File: config.mk
export PLATFORM = sky130hd
export DESIGN_NAME = core_link_ctrl
export DESIGN_NICKNAME = d
export VERILOG_FILES = /design/src/rtl/link_pkg.sv /design/src/rtl/link_tx.sv /design/src/rtl/link_rx.sv /design/src/rtl/core_link_ctrl.sv
export SDC_FILE = /design/constraint.sdc
export NUM_CORES = 1
export LEC_CHECK = 0
export BUFFER_PORTS_ARGS = -buffer_cell sky130_fd_sc_hd__buf_2
export CAP_MARGIN = 20
export CORE_MARGIN = 2
export CORE_UTILIZATION = 49
export CTS_BUF_LIST = sky130_fd_sc_hd__clkbuf_2 sky130_fd_sc_hd__clkbuf_4 sky130_fd_sc_hd__clkbuf_8
export DETAILED_ROUTE_END_ITERATION = 10
export PLACE_DENSITY = 0.73
export SLEW_MARGIN = 20
export SYNTH_ARGS = -nofsm -noshare
export SYNTH_HDL_FRONTEND = slang
export SYNTH_SLANG_ARGS = --single-unit
File: constraint.sdc
create_clock -name clk -period 8 [get_ports clk]
set_clock_uncertainty 0.15 [all_clocks]
set_input_delay 0.4 -clock clk [delete_from_list [all_inputs] [get_ports clk]]
set_output_delay 0.4 -clock clk [all_outputs]
set_load 0.05 [all_outputs]
File: src/rtl/link_pkg.sv
// Shared constants and helpers for the tile link framer.
// Assumes an 8-bit link byte and a one-byte preamble of the form
// {2'b00, type[2:0], port[2:0]}.
package link_pkg;
    localparam int BYTE_W = 8;
    localparam int PORT_W = 3;
    localparam int TYPE_W = 3;
    localparam int NPORTS = 1 << PORT_W;

    // True when idx lies in [start, start+cnt), evaluated without wrap.
    function automatic logic in_window(input logic [BYTE_W-1:0] idx,
                                       input logic [BYTE_W-1:0] start,
                                       input logic [BYTE_W-1:0] cnt);
        logic [BYTE_W:0] stop;
        stop = {1'b0, start} + {1'b0, cnt};
        return ({1'b0, idx} >= {1'b0, start}) && ({1'b0, idx} < stop);
    endfunction

    // Number of payload indices in [0,len) that fall inside the window.
    function automatic logic [BYTE_W-1:0] window_len(input logic [BYTE_W-1:0] len,
                                                     input logic [BYTE_W-1:0] start,
                                                     input logic [BYTE_W-1:0] cnt);
        logic [BYTE_W-1:0] rem;
        if (start >= len) return '0;
        rem = len - start;
        return (cnt < rem) ? cnt : rem;
    endfunction

    // Build the preamble byte.
    function automatic logic [BYTE_W-1:0] make_preamble(input logic [PORT_W-1:0] port,
                                                        input logic [TYPE_W-1:0] ptype);
        return {2'b00, ptype, port};
    endfunction
endpackage

File: src/rtl/link_tx.sv
// Transmit framer: accepts a header, emits preamble and length byte, then
// passes the payload through, keeping only bytes inside the captured window.
// Assumes the link has no backpressure; payload gaps keep the activity line high.
module link_tx
    import link_pkg::*;
(
    input  logic              clk,
    input  logic              rst_n,
    input  logic [PORT_W-1:0] port_id,
    input  logic [BYTE_W-1:0] win_start,
    input  logic [BYTE_W-1:0] win_cnt,
    input  logic              hdr_valid,
    output logic              hdr_ready,
    input  logic [TYPE_W-1:0] hdr_type,
    input  logic [BYTE_W-1:0] hdr_len,
    input  logic              pay_valid,
    output logic              pay_ready,
    input  logic [BYTE_W-1:0] pay_data,
    output logic              link_act,
    output logic              link_vld,
    output logic [BYTE_W-1:0] link_data
);
    typedef enum logic [1:0] {TX_IDLE, TX_PRE, TX_LEN, TX_PAY} tx_state_t;

    tx_state_t         state_q;
    logic [BYTE_W-1:0] pre_q;
    logic [BYTE_W-1:0] full_len_q;
    logic [BYTE_W-1:0] sent_len_q;
    logic [BYTE_W-1:0] start_q;
    logic [BYTE_W-1:0] cnt_q;
    logic [BYTE_W-1:0] idx_q;

    // Frame sequencing and header capture.
    always_ff @(posedge clk) begin
        if (!rst_n) begin
            state_q    <= TX_IDLE;
            pre_q      <= '0;
            full_len_q <= '0;
            sent_len_q <= '0;
            start_q    <= '0;
            cnt_q      <= '0;
            idx_q      <= '0;
        end else begin
            case (state_q)
                TX_IDLE: if (hdr_valid) begin
                    pre_q      <= make_preamble(port_id, hdr_type);
                    full_len_q <= hdr_len;
                    sent_len_q <= window_len(hdr_len, win_start, win_cnt);
                    start_q    <= win_start;
                    cnt_q      <= win_cnt;
                    idx_q      <= '0;
                    state_q    <= TX_PRE;
                end
                TX_PRE: state_q <= TX_LEN;
                TX_LEN: state_q <= (full_len_q == '0) ? TX_IDLE : TX_PAY;
                TX_PAY: if (pay_valid) begin
                    idx_q <= idx_q + 1'b1;
                    if (idx_q == full_len_q - 1'b1) state_q <= TX_IDLE;
                end
                default: state_q <= TX_IDLE;
            endcase
        end
    end

    // Link drive and handshake outputs.
    always_comb begin
        hdr_ready = (state_q == TX_IDLE);
        pay_ready = (state_q == TX_PAY);
        link_act  = (state_q != TX_IDLE);
        link_vld  = 1'b0;
        link_data = '0;
        case (state_q)
            TX_PRE: begin link_vld = 1'b1; link_data = pre_q; end
            TX_LEN: begin link_vld = 1'b1; link_data = sent_len_q; end
            TX_PAY: begin
                link_vld  = pay_valid && in_window(idx_q, start_q, cnt_q);
                link_data = pay_data;
            end
            default: ;
        endcase
    end

    // Count of kept payload bytes in the current frame, for the window check.
    logic [BYTE_W:0] chk_sent_q;
    always_ff @(posedge clk) begin
        if (!rst_n || state_q == TX_IDLE) chk_sent_q <= '0;
        else if (state_q == TX_PAY && link_vld) chk_sent_q <= chk_sent_q + 1'b1;
    end

    AST_VLD_INSIDE_ACT: assert property (@(posedge clk) disable iff (!rst_n)
        link_vld |-> link_act);
    AST_PREAMBLE_RSVD: assert property (@(posedge clk) disable iff (!rst_n)
        $rose(link_act) |-> (link_vld && link_data[7:6] == 2'b00));
    AST_WINDOW_BOUND: assert property (@(posedge clk) disable iff (!rst_n)
        (state_q == TX_PAY) |-> (chk_sent_q <= {1'b0, sent_len_q}));
    AST_HDR_ONLY_IDLE: assert property (@(posedge clk) disable iff (!rst_n)
        hdr_ready |-> !link_act);
endmodule

File: src/rtl/link_rx.sv
// Receive filter: parses the preamble, checks the per-source enable mask,
// forwards payload bytes inside the captured window and flags completion
// or truncation. Assumes the first strobed byte after the activity line rises
// is the preamble.
module link_rx
    import link_pkg::*;
#(
    parameter int DROP_W = 8
) (
    input  logic              clk,
    input  logic              rst_n,
    input  logic [NPORTS-1:0] route_en,
    input  logic [BYTE_W-1:0] win_start,
    input  logic [BYTE_W-1:0] win_cnt,
    input  logic              link_act,
    input  logic              link_vld,
    input  logic [BYTE_W-1:0] link_data,
    output logic              out_valid,
    output logic [BYTE_W-1:0] out_data,
    output logic [PORT_W-1:0] out_src,
    output logic [TYPE_W-1:0] out_type,
    output logic              frame_done,
    output logic              frame_error,
    output logic [DROP_W-1:0] drop_cnt
);
    typedef enum logic [1:0] {RX_IDLE, RX_LEN, RX_PAY, RX_DRAIN} rx_state_t;
    localparam logic [DROP_W-1:0] DROP_MAX = '1;

    rx_state_t         state_q;
    logic [BYTE_W-1:0] len_q;
    logic [BYTE_W-1:0] idx_q;
    logic [BYTE_W-1:0] start_q;
    logic [BYTE_W-1:0] cnt_q;
    logic              accept;

    // Preamble admission: enabled source and clear reserved bits.
    always_comb accept = route_en[link_data[PORT_W-1:0]] && (link_data[7:6] == 2'b00);

    // Frame parsing, forwarding, status pulses and drop counting.
    always_ff @(posedge clk) begin
        if (!rst_n) begin
            state_q     <= RX_IDLE;
            len_q       <= '0;
            idx_q       <= '0;
            start_q     <= '0;
            cnt_q       <= '0;
            out_valid   <= 1'b0;
            out_data    <= '0;
            out_src     <= '0;
            out_type    <= '0;
            frame_done  <= 1'b0;
            frame_error <= 1'b0;
            drop_cnt    <= '0;
        end else begin
            out_valid   <= 1'b0;
            frame_done  <= 1'b0;
            frame_error <= 1'b0;
            case (state_q)
                RX_IDLE: if (link_act && link_vld) begin
                    out_src  <= link_data[PORT_W-1:0];
                    out_type <= link_data[PORT_W+TYPE_W-1:PORT_W];
                    start_q  <= win_start;
                    cnt_q    <= win_cnt;
                    if (accept) begin
                        state_q <= RX_LEN;
                    end else begin
                        if (drop_cnt != DROP_MAX) drop_cnt <= drop_cnt + 1'b1;
                        state_q <= RX_DRAIN;
                    end
                end
                RX_LEN: begin
                    if (!link_act) begin
                        frame_error <= 1'b1;
                        state_q     <= RX_IDLE;
                    end else if (link_vld) begin
                        len_q <= link_data;
                        idx_q <= '0;
                        if (link_data == '0) begin
                            frame_done <= 1'b1;
                            state_q    <= RX_DRAIN;
                        end else begin
                            state_q <= RX_PAY;
                        end
                    end
                end
                RX_PAY: begin
                    if (!link_act) begin
                        frame_error <= 1'b1;
                        state_q     <= RX_IDLE;
                    end else if (link_vld) begin
                        out_valid <= in_window(idx_q, start_q, cnt_q);
                        out_data  <= link_data;
                        idx_q     <= idx_q + 1'b1;
                        if (idx_q == len_q - 1'b1) begin
                            frame_done <= 1'b1;
                            state_q    <= RX_DRAIN;
                        end
                    end
                end
                RX_DRAIN: if (!link_act) state_q <= RX_IDLE;
                default: state_q <= RX_IDLE;
            endcase
        end
    end

    AST_DROP_STEP: assert property (@(posedge clk) disable iff (!rst_n)
        (drop_cnt != $past(drop_cnt)) |-> (drop_cnt == $past(drop_cnt) + 1'b1));
    AST_DROP_SAT: assert property (@(posedge clk) disable iff (!rst_n)
        (drop_cnt == DROP_MAX) |=> (drop_cnt == DROP_MAX));
    AST_OUT_FOLLOWS_BYTE: assert property (@(posedge clk) disable iff (!rst_n)
        out_valid |-> $past(link_vld && link_act));
    AST_DONE_NOT_ERR: assert property (@(posedge clk) disable iff (!rst_n)
        !(frame_done && frame_error));
    AST_ERR_AFTER_IDLE: assert property (@(posedge clk) disable iff (!rst_n)
        frame_error |-> !$past(link_act));
endmodule

File: src/rtl/core_link_ctrl.sv
// Tile link controller top: a transmit framer and a receive filter that
// share the frame format. The two halves are independent; the chip fabric
// connects one tile's transmit link to a neighbour's receive link.
module core_link_ctrl
    import link_pkg::*;
#(
    parameter int DROP_W = 8
) (
    input  logic              clk,
    input  logic              rst_n,
    input  logic [2:0]        tx_port_id,
    input  logic [7:0]        tx_win_start,
    input  logic [7:0]        tx_win_cnt,
    input  logic              tx_hdr_valid,
    output logic              tx_hdr_ready,
    input  logic [2:0]        tx_hdr_type,
    input  logic [7:0]        tx_hdr_len,
    input  logic              tx_valid,
    output logic              tx_ready,
    input  logic [7:0]        tx_data,
    output logic              tx_link_act,
    output logic              tx_link_vld,
    output logic [7:0]        tx_link_data,
    input  logic [7:0]        rx_route_en,
    input  logic [7:0]        rx_win_start,
    input  logic [7:0]        rx_win_cnt,
    input  logic              rx_link_act,
    input  logic              rx_link_vld,
    input  logic [7:0]        rx_link_data,
    output logic              rx_out_valid,
    output logic [7:0]        rx_out_data,
    output logic [2:0]        rx_out_src,
    output logic [2:0]        rx_out_type,
    output logic              rx_frame_done,
    output logic              rx_frame_error,
    output logic [DROP_W-1:0] rx_drop_cnt
);
    link_tx u_tx (
        .clk       (clk),
        .rst_n     (rst_n),
        .port_id   (tx_port_id),
        .win_start (tx_win_start),
        .win_cnt   (tx_win_cnt),
        .hdr_valid (tx_hdr_valid),
        .hdr_ready (tx_hdr_ready),
        .hdr_type  (tx_hdr_type),
        .hdr_len   (tx_hdr_len),
        .pay_valid (tx_valid),
        .pay_ready (tx_ready),
        .pay_data  (tx_data),
        .link_act  (tx_link_act),
        .link_vld  (tx_link_vld),
        .link_data (tx_link_data)
    );

    link_rx #(.DROP_W(DROP_W)) u_rx (
        .clk         (clk),
        .rst_n       (rst_n),
        .route_en    (rx_route_en),
        .win_start   (rx_win_start),
        .win_cnt     (rx_win_cnt),
        .link_act    (rx_link_act),
        .link_vld    (rx_link_vld),
        .link_data   (rx_link_data),
        .out_valid   (rx_out_valid),
        .out_data    (rx_out_data),
        .out_src     (rx_out_src),
        .out_type    (rx_out_type),
        .frame_done  (rx_frame_done),
        .frame_error (rx_frame_error),
        .drop_cnt    (rx_drop_cnt)
    );
endmodule

==> results of run 1 <==
==> report_power, final <==
group	switching (W)	internal [W]	total, W
Clock	0.000187	0.000161	0.000348
Combinational	0.000357	0.000211	0.000568
Sequential	0.0000438	0.000583	0.000627
==> Yosys cell counts (all sizes together), types with 2 or more instances <==
| library cell | count |
|---|---|
| a2111oi | 4 |
| mux2i | 11 |
| a21o | 10 |
| and3 | 8 |
| a21boi | 2 |
| xnor2 | 30 |
| fa | 3 |
| nor2b | 4 |
| a32o | 3 |
| ha | 76 |
| o211ai | 3 |
| a21oi | 95 |
| o21a | 5 |
| clkbuf | 30 |
| inv | 47 |
| nor2 | 59 |
| and2 | 4 |
| a311oi | 2 |
| dfxtp | 107 |
| xor2 | 28 |
| o21ai | 28 |
| o21bai | 4 |
| o32ai | 2 |
| nand3 | 18 |
| a221oi | 3 |
| nand2b | 13 |
| nor3 | 10 |
| a211oi | 7 |
| nand4 | 11 |
| a31oi | 2 |
| a41oi | 3 |
| buf | 6 |
| a222oi | 6 |
| nor4 | 5 |
| nand2 | 160 |
| a22oi | 4 |
==> sequential cells by signal, indices dropped and copies added (netlist names), 6 cells and up <==
| signal | flops |
|---|---|
| u_rx.cnt_q | 8 |
| u_rx.drop_cnt | 8 |
| u_rx.idx_q | 8 |
| u_rx.len_q | 8 |
| u_rx.out_data | 8 |
| u_rx.start_q | 8 |
| u_tx.cnt_q | 8 |
| u_tx.full_len_q | 8 |
| u_tx.idx_q | 8 |
| u_tx.sent_len_q | 8 |
| u_tx.start_q | 8 |
| u_tx.pre_q | 6 |
==> critical path: cells and delay by family, from the launching register on <==
| kind | cells | cell delay (ns) |
|---|---|---|
| and+or+nand+nor | 2 | 0.23 |
| DFF | 1 | 0.36 |
| AOI/OAI and AO/OA | 6 | 1.11 |
| adders and majority gates | 3 | 0.75 |
| xor gates and xnor gates | 1 | 0.15 |
| buffers and inverters | 2 | 0.38 |
==> how the worst max path moves through the flow <==
stage / startpoint / to / slack (ns)
after floorplan: u_tx.start_q[0] / tx_link_vld / 4.07
after global placement: tx_hdr_len[0] / u_tx.sent_len_q[4] / 4.34
after detailed placement: tx_hdr_len[0] / u_tx.sent_len_q[7] / 4.28
after CTS: u_tx.start_q[0] / tx_link_vld / 4.04
after global routing: u_tx.start_q[0] / tx_link_vld / 3.68
final: u_tx.start_q[0] / tx_link_vld / 4.07
==> per-stage QoR <==
step           setup WS [ns]  power (W)  hold WS, ns  instance area (sq um)
2_1_floorplan           4.07    0.00106        0.274                   6620
3_3_place_gp            4.34    0.00119        0.290                   7270
3_5_place_dp            4.28    0.00120        0.294                   7270
4_1_cts                 4.04    0.00155       0.0673                   7470
5_1_grt                 3.68    0.00165       0.0800                   7470
6_report                4.07    0.00154       0.0808                   7470
==> logic make-up after synthesis <==
| logic type | synth area share (%) |
|---|---|
| compound gates | 18.5 |
| xor+xnor | 7.67 |
| fa+ha+maj | 15.3 |
| buf+inv | 4.82 |
| flops | 32.4 |
| mux | 2.00 |
| simple gates | 19.4 |
==> routing by layer <==
metal,global-route usage [%],up-vias,routed length [um]
met1,32.0,2709,7960
met4,7.78,0,299
li1,-,3044,-
met5,0,-,0
met2,34.9,144,6930
met3,4.39,21,819
==> cell type report <==
class                           count  area (sq um)  area share, %
Multi-Input combinational cell    639          4160           55.7
Tap cell                          176           220           2.95
Clock inverter                      3          47.5          0.636
Sequential cell                   107          2140           28.7
Inverter                           47           176           2.36
Clock buffer                       12           153           2.04
Timing Repair Buffer              114           576           7.70
==> results summary, run 1 <==
The slew at the pin with the worst max-slew slack is 1.04 ns. In this run, synthesis inferred 0 flip-flops with an integrated enable. The post-synthesis average cell area came out at 7.98 sq um. The instance count of the mapped netlist came out at 829. For the worst flop-to-flop path, the logic depth is 13.

The remaining number of nets flagged by the antenna check after routing came out at 0. The count of clock tree sinks is 107. The post-layout net count came out at 1073. The final routed wirelength across all metal layers is 16000 um.

For this run, the register share of the synthesized area comes to 32.4%. The number of DRC violations after detailed routing came out at 0. The quantity of I/O buffers inserted on ports came out at 112. The setup fix buffers added after clock tree synthesis came out at 0. The cell with the largest stage delay on the worst path is sky130_fd_sc_hd__fa_1. The worst register-to-register path ends at u_rx.out_valid. The wire length of the first global-routing pass is 26500 um.

Summed over all layers, the global routing overflow is 0. Setup violations remaining at the end of the flow were counted as 0. The minimum clock period is 3.93 ns. Traced cell by cell, the critical path runs through ha_1 -> inv_1 -> fa_1 -> nor2b_1 -> o21a_1 -> o21ai_0 -> nand2b_1 -> a21oi_1 -> xor2_1 -> ha_1 -> a2111oi_0 -> o21ai_0 -> a221oi_1 -> buf_2. After synthesis the netlist holds a flip-flop and latch count of 107. TritonCTS built the clock tree. During synthesis, Yosys emitted a total of 0 warnings.

The routed via count divided by cell count is 5.39. The root cell of the clock tree is sky130_fd_sc_hd__clkbuf_8. The flow ran to the end, and the final reports show no timing, DRC or antenna violations. In the final layout, the share of cells above drive strength 1 is 14.8%.

The post-CTS resize count is 0. The setup TNS after final layout is 0 ns. The detailed-router iteration count before antenna repair is 7. The worst setup path is captured at a primary output. The weighted congestion at the end of routability-driven global placement came out at 0.908. The number of rows in the core area is 42. The TritonCTS buffer count came out at 9. The distinct cell type count of the synthesized netlist is 57. The number of top-level design ports is 113.

The number of buffers on the longest clock path is 2. The die height came out at 120 um. On the worst path, the slowest cell contributes a delay of 0.39 ns. The power density over the cells is 206 mW/mm^2. The routed wirelength normalized by instance count came out at 14.6 um. The min-delay analysis places its worst path in the category in -> reg.

The number of filler cells placed in the layout is 1300. The die width came out at 120 um. The number of global-route vias before repair is 5545. The total nets after synthesis is 984. The worst register-to-register path has a setup slack of 4.93 ns. Detailed placement finished with a half-perimeter wire length of 12100 um. The hold violation total from the final report came out at 0. The most common cell after layout, fill and taps aside is sky130_fd_sc_hd__nand2_1. The post-synthesis to final-layout area growth came out at 12.9%. Once placement completed, the tool counted placed cells totaling 1083. The fraction of synthesis flops using an asynchronous set or reset pin is 0%. The post-route non-filler standard cell count is 1098. In this run, post-CTS hold repair placed 0 buffers. The origin of the critical flop-to-flop path is u_rx.cnt_q[0]. The max-slew headroom at the worst pin is 30.3%.

The starting density of the core came out at 50.0%. The H-tree generated during clock tree synthesis spans 3 levels. The die covers 0.0145 sq mm. The source of the worst hold timing path is tx_port_id[1].

The first-iteration detailed-routing DRC count is 303. The worst-case vdd ir drop came out at 0.000133 V. For this run, the leading register cell type out of synthesis is sky130_fd_sc_hd__dfxtp_1. The share of the clock period used by the worst path came out at 49.1%.

The number of antenna violations at the first check in global routing came to 0. The highest clock frequency the design can meet is 0.255 GHz. The number of max-cap violations came out at 0. The proportion of netlist area held by the largest area contributor is 32.4%.

The worst setup path is launched from a flop. The netlist area before placement is 0.00662 sq mm. The leakage power figure is 3.25 nW. The number of antenna diodes in the final layout is 0. At the worst endpoint, the arrival time is 3.38 ns. At the end of the flow the core is filled with cells to 56.4%. The number of instances on the worst hold path is 3. The aggregate global-route resource usage is 22.7%. The dominant cell type by area after synthesis is sky130_fd_sc_hd__dfxtp_1. Setup repair after global routing left no endpoint under its margin. The number of pins with negative max-slew slack in the final report is 0. Sorting the synthesized cells by area gives the leading types as sky130_fd_sc_hd__dfxtp_1 32%, sky130_fd_sc_hd__ha_1 14%, sky130_fd_sc_hd__nand2_1 9.1%, sky130_fd_sc_hd__a21oi_1 7.2%, sky130_fd_sc_hd__xnor2_1 4.0%. The clock latency of the later-clocked register in the worst-skew pair came out at 0.39 ns. The largest fanout of any net on the critical path is 3.

The worst path required time is 7.45 ns. The maximum number of pins on one net before global-route repair came out at 44. For hold timing, the worst endpoint is u_tx.pre_q[1]. The critical setup path kind is reg -> out.

The library cells used most frequently in the layout, excluding fill and tap cells, are 159 x sky130_fd_sc_hd__nand2_1, 112 x sky130_fd_sc_hd__buf_2, 107 x sky130_fd_sc_hd__dfxtp_1. The area of the core is 0.0132 sq mm. The total number of vias came out at 5918. Clock-pin slew was measured on the worst setup and hold paths at 0.10 ns.
(Power assumes the default switching activity.)
==> inputs of run 2 (changes only) <==
--- a/config.mk
+++ b/config.mk
@@ -5,6 +5,7 @@
 export SDC_FILE = /design/constraint.sdc
 export NUM_CORES = 1
 export LEC_CHECK = 0
+export ABC_AREA = 1
 export BUFFER_PORTS_ARGS = -buffer_cell sky130_fd_sc_hd__buf_2
 export CAP_MARGIN = 20
 export CORE_MARGIN = 2
==> constraint.sdc (replaced) <==
create_clock -name clk -period 4.1 [get_ports clk]
set_clock_uncertainty 0.15 [all_clocks]
set_input_delay 0.205 -clock clk [delete_from_list [all_inputs] [get_ports clk]]
set_output_delay 0.205 -clock clk [all_outputs]
set_load 0.05 [all_outputs]
==> run 2 against run 1 <==
Against the previous run: total power increased by 110%; count of clock-buffer cells in the layout decreased by 1; worst setup slack got worse by 3.8 ns; area after synthesis increased by 4.2%; combinational power increased by 140%; utilization increased by 3.4 points; sequential power increased by 98%; synthesized cell count increased by 19%; critical path depth increased by 2; register-to-register slack got worse by 3.5 ns; via count increased by 15%; hold slack got worse by 0.064 ns; critical path type unchanged; critical endpoint unchanged.
==> results summary, run 2 <==
Result of the run: finished clean (unchanged). The number of top-level design ports came out at 113 (unchanged). The number of DRC violations after detailed routing came out at 0 (unchanged). The first-iteration detailed-routing DRC count came out at 348 (was 303). The setup fix buffers added after clock tree synthesis is 0 (unchanged). The flop and latch count out of synthesis is 107 (unchanged). The minimum clock period came out at 3.80 ns. The worst hold margin is 0.0169 ns (was 0.0808 ns).

The post-synthesis average cell area came to 7.01 sq um (was 7.98 sq um). The pre-CTS worst setup slack came to 0.743 ns (was 4.28 ns). The fraction of synthesis flops using an asynchronous set or reset pin was 0% (unchanged).

The number of warnings issued by yosys came out at 0 (unchanged). The total number of vias is 6826 (was 5918). The endpoint of the lowest-slack register-to-register path is u_rx.out_valid (unchanged).

The most common cell after layout, fill and taps aside is sky130_fd_sc_hd__nand2_1 (unchanged). The worst path required time was 3.74 ns (was 7.45 ns). The routed via count divided by cell count came out at 5.19 (was 5.39). The wire length of the first global-routing pass came out at 29800 um (was 26500 um). The highest clock frequency the design can meet came out at 0.263 GHz. The number of antenna violations at the first check in global routing came out at 0 (unchanged). The number of H-tree branching levels is 3 (unchanged).

The post-route non-filler standard cell count is 1316 (was 1098). The die width came out at 123 um (was 120 um). The origin of the critical flop-to-flop path was u_rx.start_q[0] (was u_rx.cnt_q[0]). The detailed-router iteration count before antenna repair is 6 (was 7).

The die height is 123 um (was 120 um). The worst setup path endpoint is tx_link_vld (unchanged). The count of clock tree sinks is 107 (unchanged). The number of buffers on the longest clock path was 2 (unchanged). The number of cells after detailed placement came out at 1255 (was 1083). The maximum number of pins on one net before global-route repair came to 52 (was 44). The total congestion overflow after global routing is 0 (unchanged). The leakage power figure came out at 3.98 nW (was 3.25 nW). The slack of the critical path is 0.296 ns (was 4.07 ns). The dominant cell type by area after synthesis is sky130_fd_sc_hd__dfxtp_1 (unchanged). The area of the core came to 0.0138 sq mm (was 0.0132 sq mm). Sequence of cells on the critical path: ha_1 -> inv_1 -> fa_1 -> o21ai_0 -> nand2_1 -> nand2_1 -> a21oi_1 -> xor2_1 -> ha_1 -> a21o_1 -> nand4_1 -> nand2_1 -> nor2_1 -> nand4_1 -> a21oi_1 -> buf_2 (was ha_1 -> inv_1 -> fa_1 -> nor2b_1 -> o21a_1 -> o21ai_0 -> nand2b_1 -> a21oi_1 -> xor2_1 -> ha_1 -> a2111oi_0 -> o21ai_0 -> a221oi_1 -> buf_2). The netlist area before placement is 0.00690 sq mm (was 0.00662 sq mm). Most instantiated cells after synthesis: 205 x sky130_fd_sc_hd__nand2_1, 108 x sky130_fd_sc_hd__inv_1, 107 x sky130_fd_sc_hd__dfxtp_1, 107 x sky130_fd_sc_hd__nor2_1, 103 x sky130_fd_sc_hd__a21oi_1 (was 160 x sky130_fd_sc_hd__nand2_1, 107 x sky130_fd_sc_hd__dfxtp_1, 95 x sky130_fd_sc_hd__a21oi_1, 76 x sky130_fd_sc_hd__ha_1, 59 x sky130_fd_sc_hd__nor2_1). The slew at the pin with the worst max-slew slack came out at 0.700 ns (was 1.04 ns). Setup repair after global routing missed its margin: false (unchanged). The fraction of layout instances using a drive strength above 1 was 13.7% (was 14.8%). The cell with the largest stage delay on the worst path is sky130_fd_sc_hd__fa_1 (unchanged). The critical path depth came out at 16 (was 14). The clock latency of the later-clocked register in the worst-skew pair came out at 0.39 ns (about the same). The launching element of the worst setup path is u_tx.start_q[0] (unchanged). The power density over the cells came to 391 mW/mm^2 (was 206 mW/mm^2). The number of global-route vias before repair is 6467 (was 5545). By instance count, the cell type seen most on the critical path is sky130_fd_sc_hd__nand2_1. The routed wirelength normalized by instance count is 13.6 um (was 14.6 um). The number of pins with negative max-slew slack in the final report came out at 0 (unchanged). The peak per-stage delay on the critical path came out at 0.40 ns (was 0.39 ns). The leading register cell type out of synthesis is sky130_fd_sc_hd__dfxtp_1 (unchanged). The weighted congestion at the end of routability-driven global placement came out at 0.899 (was 0.908). The max-slew headroom at the worst pin is 53.3% (was 30.3%). The final routed wirelength across all metal layers came to 17900 um (was 16000 um).

The critical setup path kind is reg -> out (unchanged). The post-layout net count was 1286 (was 1073). The aggregate global-route resource usage came out at 24.7% (was 22.7%). The count of final setup violators came out at 0 (unchanged). The total nets after synthesis is 1139 (was 984).

The remaining number of nets flagged by the antenna check after routing is 0 (unchanged). The class of the tightest hold or removal check is in -> reg (unchanged). The startpoint type of the worst setup path was a flop (unchanged). Commonest cells after routing, fill and taps aside: 205 x sky130_fd_sc_hd__nand2_1, 112 x sky130_fd_sc_hd__buf_2, 108 x sky130_fd_sc_hd__inv_1 (was 159 x sky130_fd_sc_hd__nand2_1, 112 x sky130_fd_sc_hd__buf_2, 107 x sky130_fd_sc_hd__dfxtp_1). The family of cells with the greatest summed delay on the critical path is adder cells (was compound AO/OA/AOI/OAI gates). The largest fanout of any net on the critical path came out at 3 (unchanged). The number of buffers and inverters on the critical path came out at 2 (unchanged).

The sequential cell area fraction in the yosys report was 31.1% (was 32.4%). The TritonCTS buffer count is 9 (unchanged). The overall die area came to 0.0150 sq mm (was 0.0145 sq mm). The setup slack of the worst register-to-register path is 1.42 ns (was 4.93 ns). The number of flops mapped to enable cells by yosys is 0 (unchanged). The number of max-cap violations is 0 (unchanged).

The final critical path takes up 92.8% of the cycle. The number of inserted diodes came out at 0 (unchanged). The number of rows in the core area is 43 (was 42). The root cell of the clock tree is sky130_fd_sc_hd__clkbuf_8 (unchanged).

The cell area after layout is 0.00827 sq mm (was 0.00747 sq mm). The instance count of the mapped netlist came out at 984 (was 829). The arrival time at the worst endpoint is 3.45 ns (was 3.38 ns). The most frequently used cell type in the post-synthesis netlist is sky130_fd_sc_hd__nand2_1 (unchanged). The starting density of the core is 49.9% (was 50.0%).

The depth of the worst register-to-register path came out at 15 (was 13). The capturing element type of the critical path is a primary output (unchanged). The quantity of I/O buffers inserted on ports was 112 (unchanged).

Cells taking the most area after synthesis: sky130_fd_sc_hd__dfxtp_1 31%, sky130_fd_sc_hd__ha_1 14%, sky130_fd_sc_hd__nand2_1 11%, sky130_fd_sc_hd__a21oi_1 7.5%, sky130_fd_sc_hd__inv_1 5.9% (was sky130_fd_sc_hd__dfxtp_1 32%, sky130_fd_sc_hd__ha_1 14%, sky130_fd_sc_hd__nand2_1 9.1%, sky130_fd_sc_hd__a21oi_1 7.2%, sky130_fd_sc_hd__xnor2_1 4.0%). The distinct cell type count of the synthesized netlist is 43 (was 57). The placed standard-cell area is 0.00762 sq mm (was 0.00727 sq mm). The setup TNS after final layout came to 0 ns (unchanged).

The proportion of netlist area held by the largest area contributor is 31.1% (was 32.4%). The clock-pin slew on the worst setup and hold paths came out at 0.11 ns (was 0.10 ns). The detailed placement HPWL came out at 13600 um (was 12100 um). The number of filler cells placed in the layout is 1293 (was 1300).

The TritonCTS clock tree was done (unchanged). The hold violation total from the final report came out at 0 (unchanged). The post-synthesis to final-layout area growth was 20.0% (was 12.9%).

The worst-case vdd ir drop is 0.000272 V (was 0.000133 V).
-- run 2: cell types whose count changed in the layout (fill, tap and decap cells not counted), moves of 13 or more --
cell and delta:
sky130_fd_sc_hd__inv_1 +62, sky130_fd_sc_hd__o21ai_0 +53, sky130_fd_sc_hd__nand2_1 +46, sky130_fd_sc_hd__xnor2_1 -18, sky130_fd_sc_hd__dlygate4sd3_1 +45, sky130_fd_sc_hd__xor2_1 -13, sky130_fd_sc_hd__nand3_1 +43, sky130_fd_sc_hd__nand2b_1 -13
sky130_fd_sc_hd__nor2_1 +48
-- run 2: tightest hold or removal path: stages --
cell and delay [ns]:
sky130_fd_sc_hd__buf_2 0.10, sky130_fd_sc_hd__o21ai_0 0.12, sky130_fd_sc_hd__nor2_1 0.10
-- run 2: layout make-up --
class | instances | area, sq um | area share (%)
repair buffers | 163 | 1060 | 12.8
well taps | 180 | 225 | 2.72
clock inverters | 5 | 47.5 | 0.575
multi-input cells | 737 | 4230 | 51.1
inverters | 113 | 424 | 5.13
flip-flops and latches | 107 | 2140 | 25.9
clock buffers | 11 | 151 | 1.83
-- run 2: cells by family after synthesis --
group | Yosys count | synth area share [%]
flops | 107 | 31.1
xor+xnor | 28 | 3.75
simple gates | 419 | 26.2
buf+inv | 140 | 7.65
compound gates | 211 | 16.7
fa+ha+maj | 79 | 14.7
-- run 2: power by group --
group	switching, W	leakage (nW)	internal (W)	total, W
sequential	0.0000803	0.874	0.00116	0.00124
combinational	0.000871	3.01	0.000467	0.00134
clock	0.000391	0.103	0.000263	0.000654
total	0.00134	3.98	0.00189	0.00323
-- run 2: per-stage QoR --
| stage | utilization, % | power [W] |
|---|---|---|
| after global placement | 55.1 | 0.00254 |
| after global routing | 59.8 | 0.00348 |
| final | 59.8 | 0.00323 |
| after detailed placement | 55.1 | 0.00256 |
| after CTS | 59.8 | 0.00324 |
| after floorplan | - | 0.00224 |
-- run 2: metal layers --
layer	global-route usage, %	wire length (um)	vias up
met4	5.89	217	0
met2	42.4	8730	158
li1	-	-	3539
met5	0	0	-
met3	4.65	694	19
met1	32.0	8300	3110
-- run 2: what timing repair did --
action,in CTS,in global routing
hold buffers,45,0
endpoints found under the hold margin,52,0
gates resized for setup,0,0
-- run 2: how the worst min path moves through the flow --
stage,start,endpoint,slack (ns),cells after the start
after CTS,tx_hdr_len[2],u_tx.full_len_q[2],0.003,3
after global routing,tx_win_start[3],u_tx.start_q[3],0.02,3
after global placement,u_rx.out_type[0],u_rx.out_type[0],0.30,2
final,tx_hdr_len[2],u_tx.full_len_q[2],0.02,3
after floorplan,rx_link_act,u_rx.frame_error,0.13,1
after detailed placement,u_rx.out_type[0],u_rx.out_type[0],0.30,2
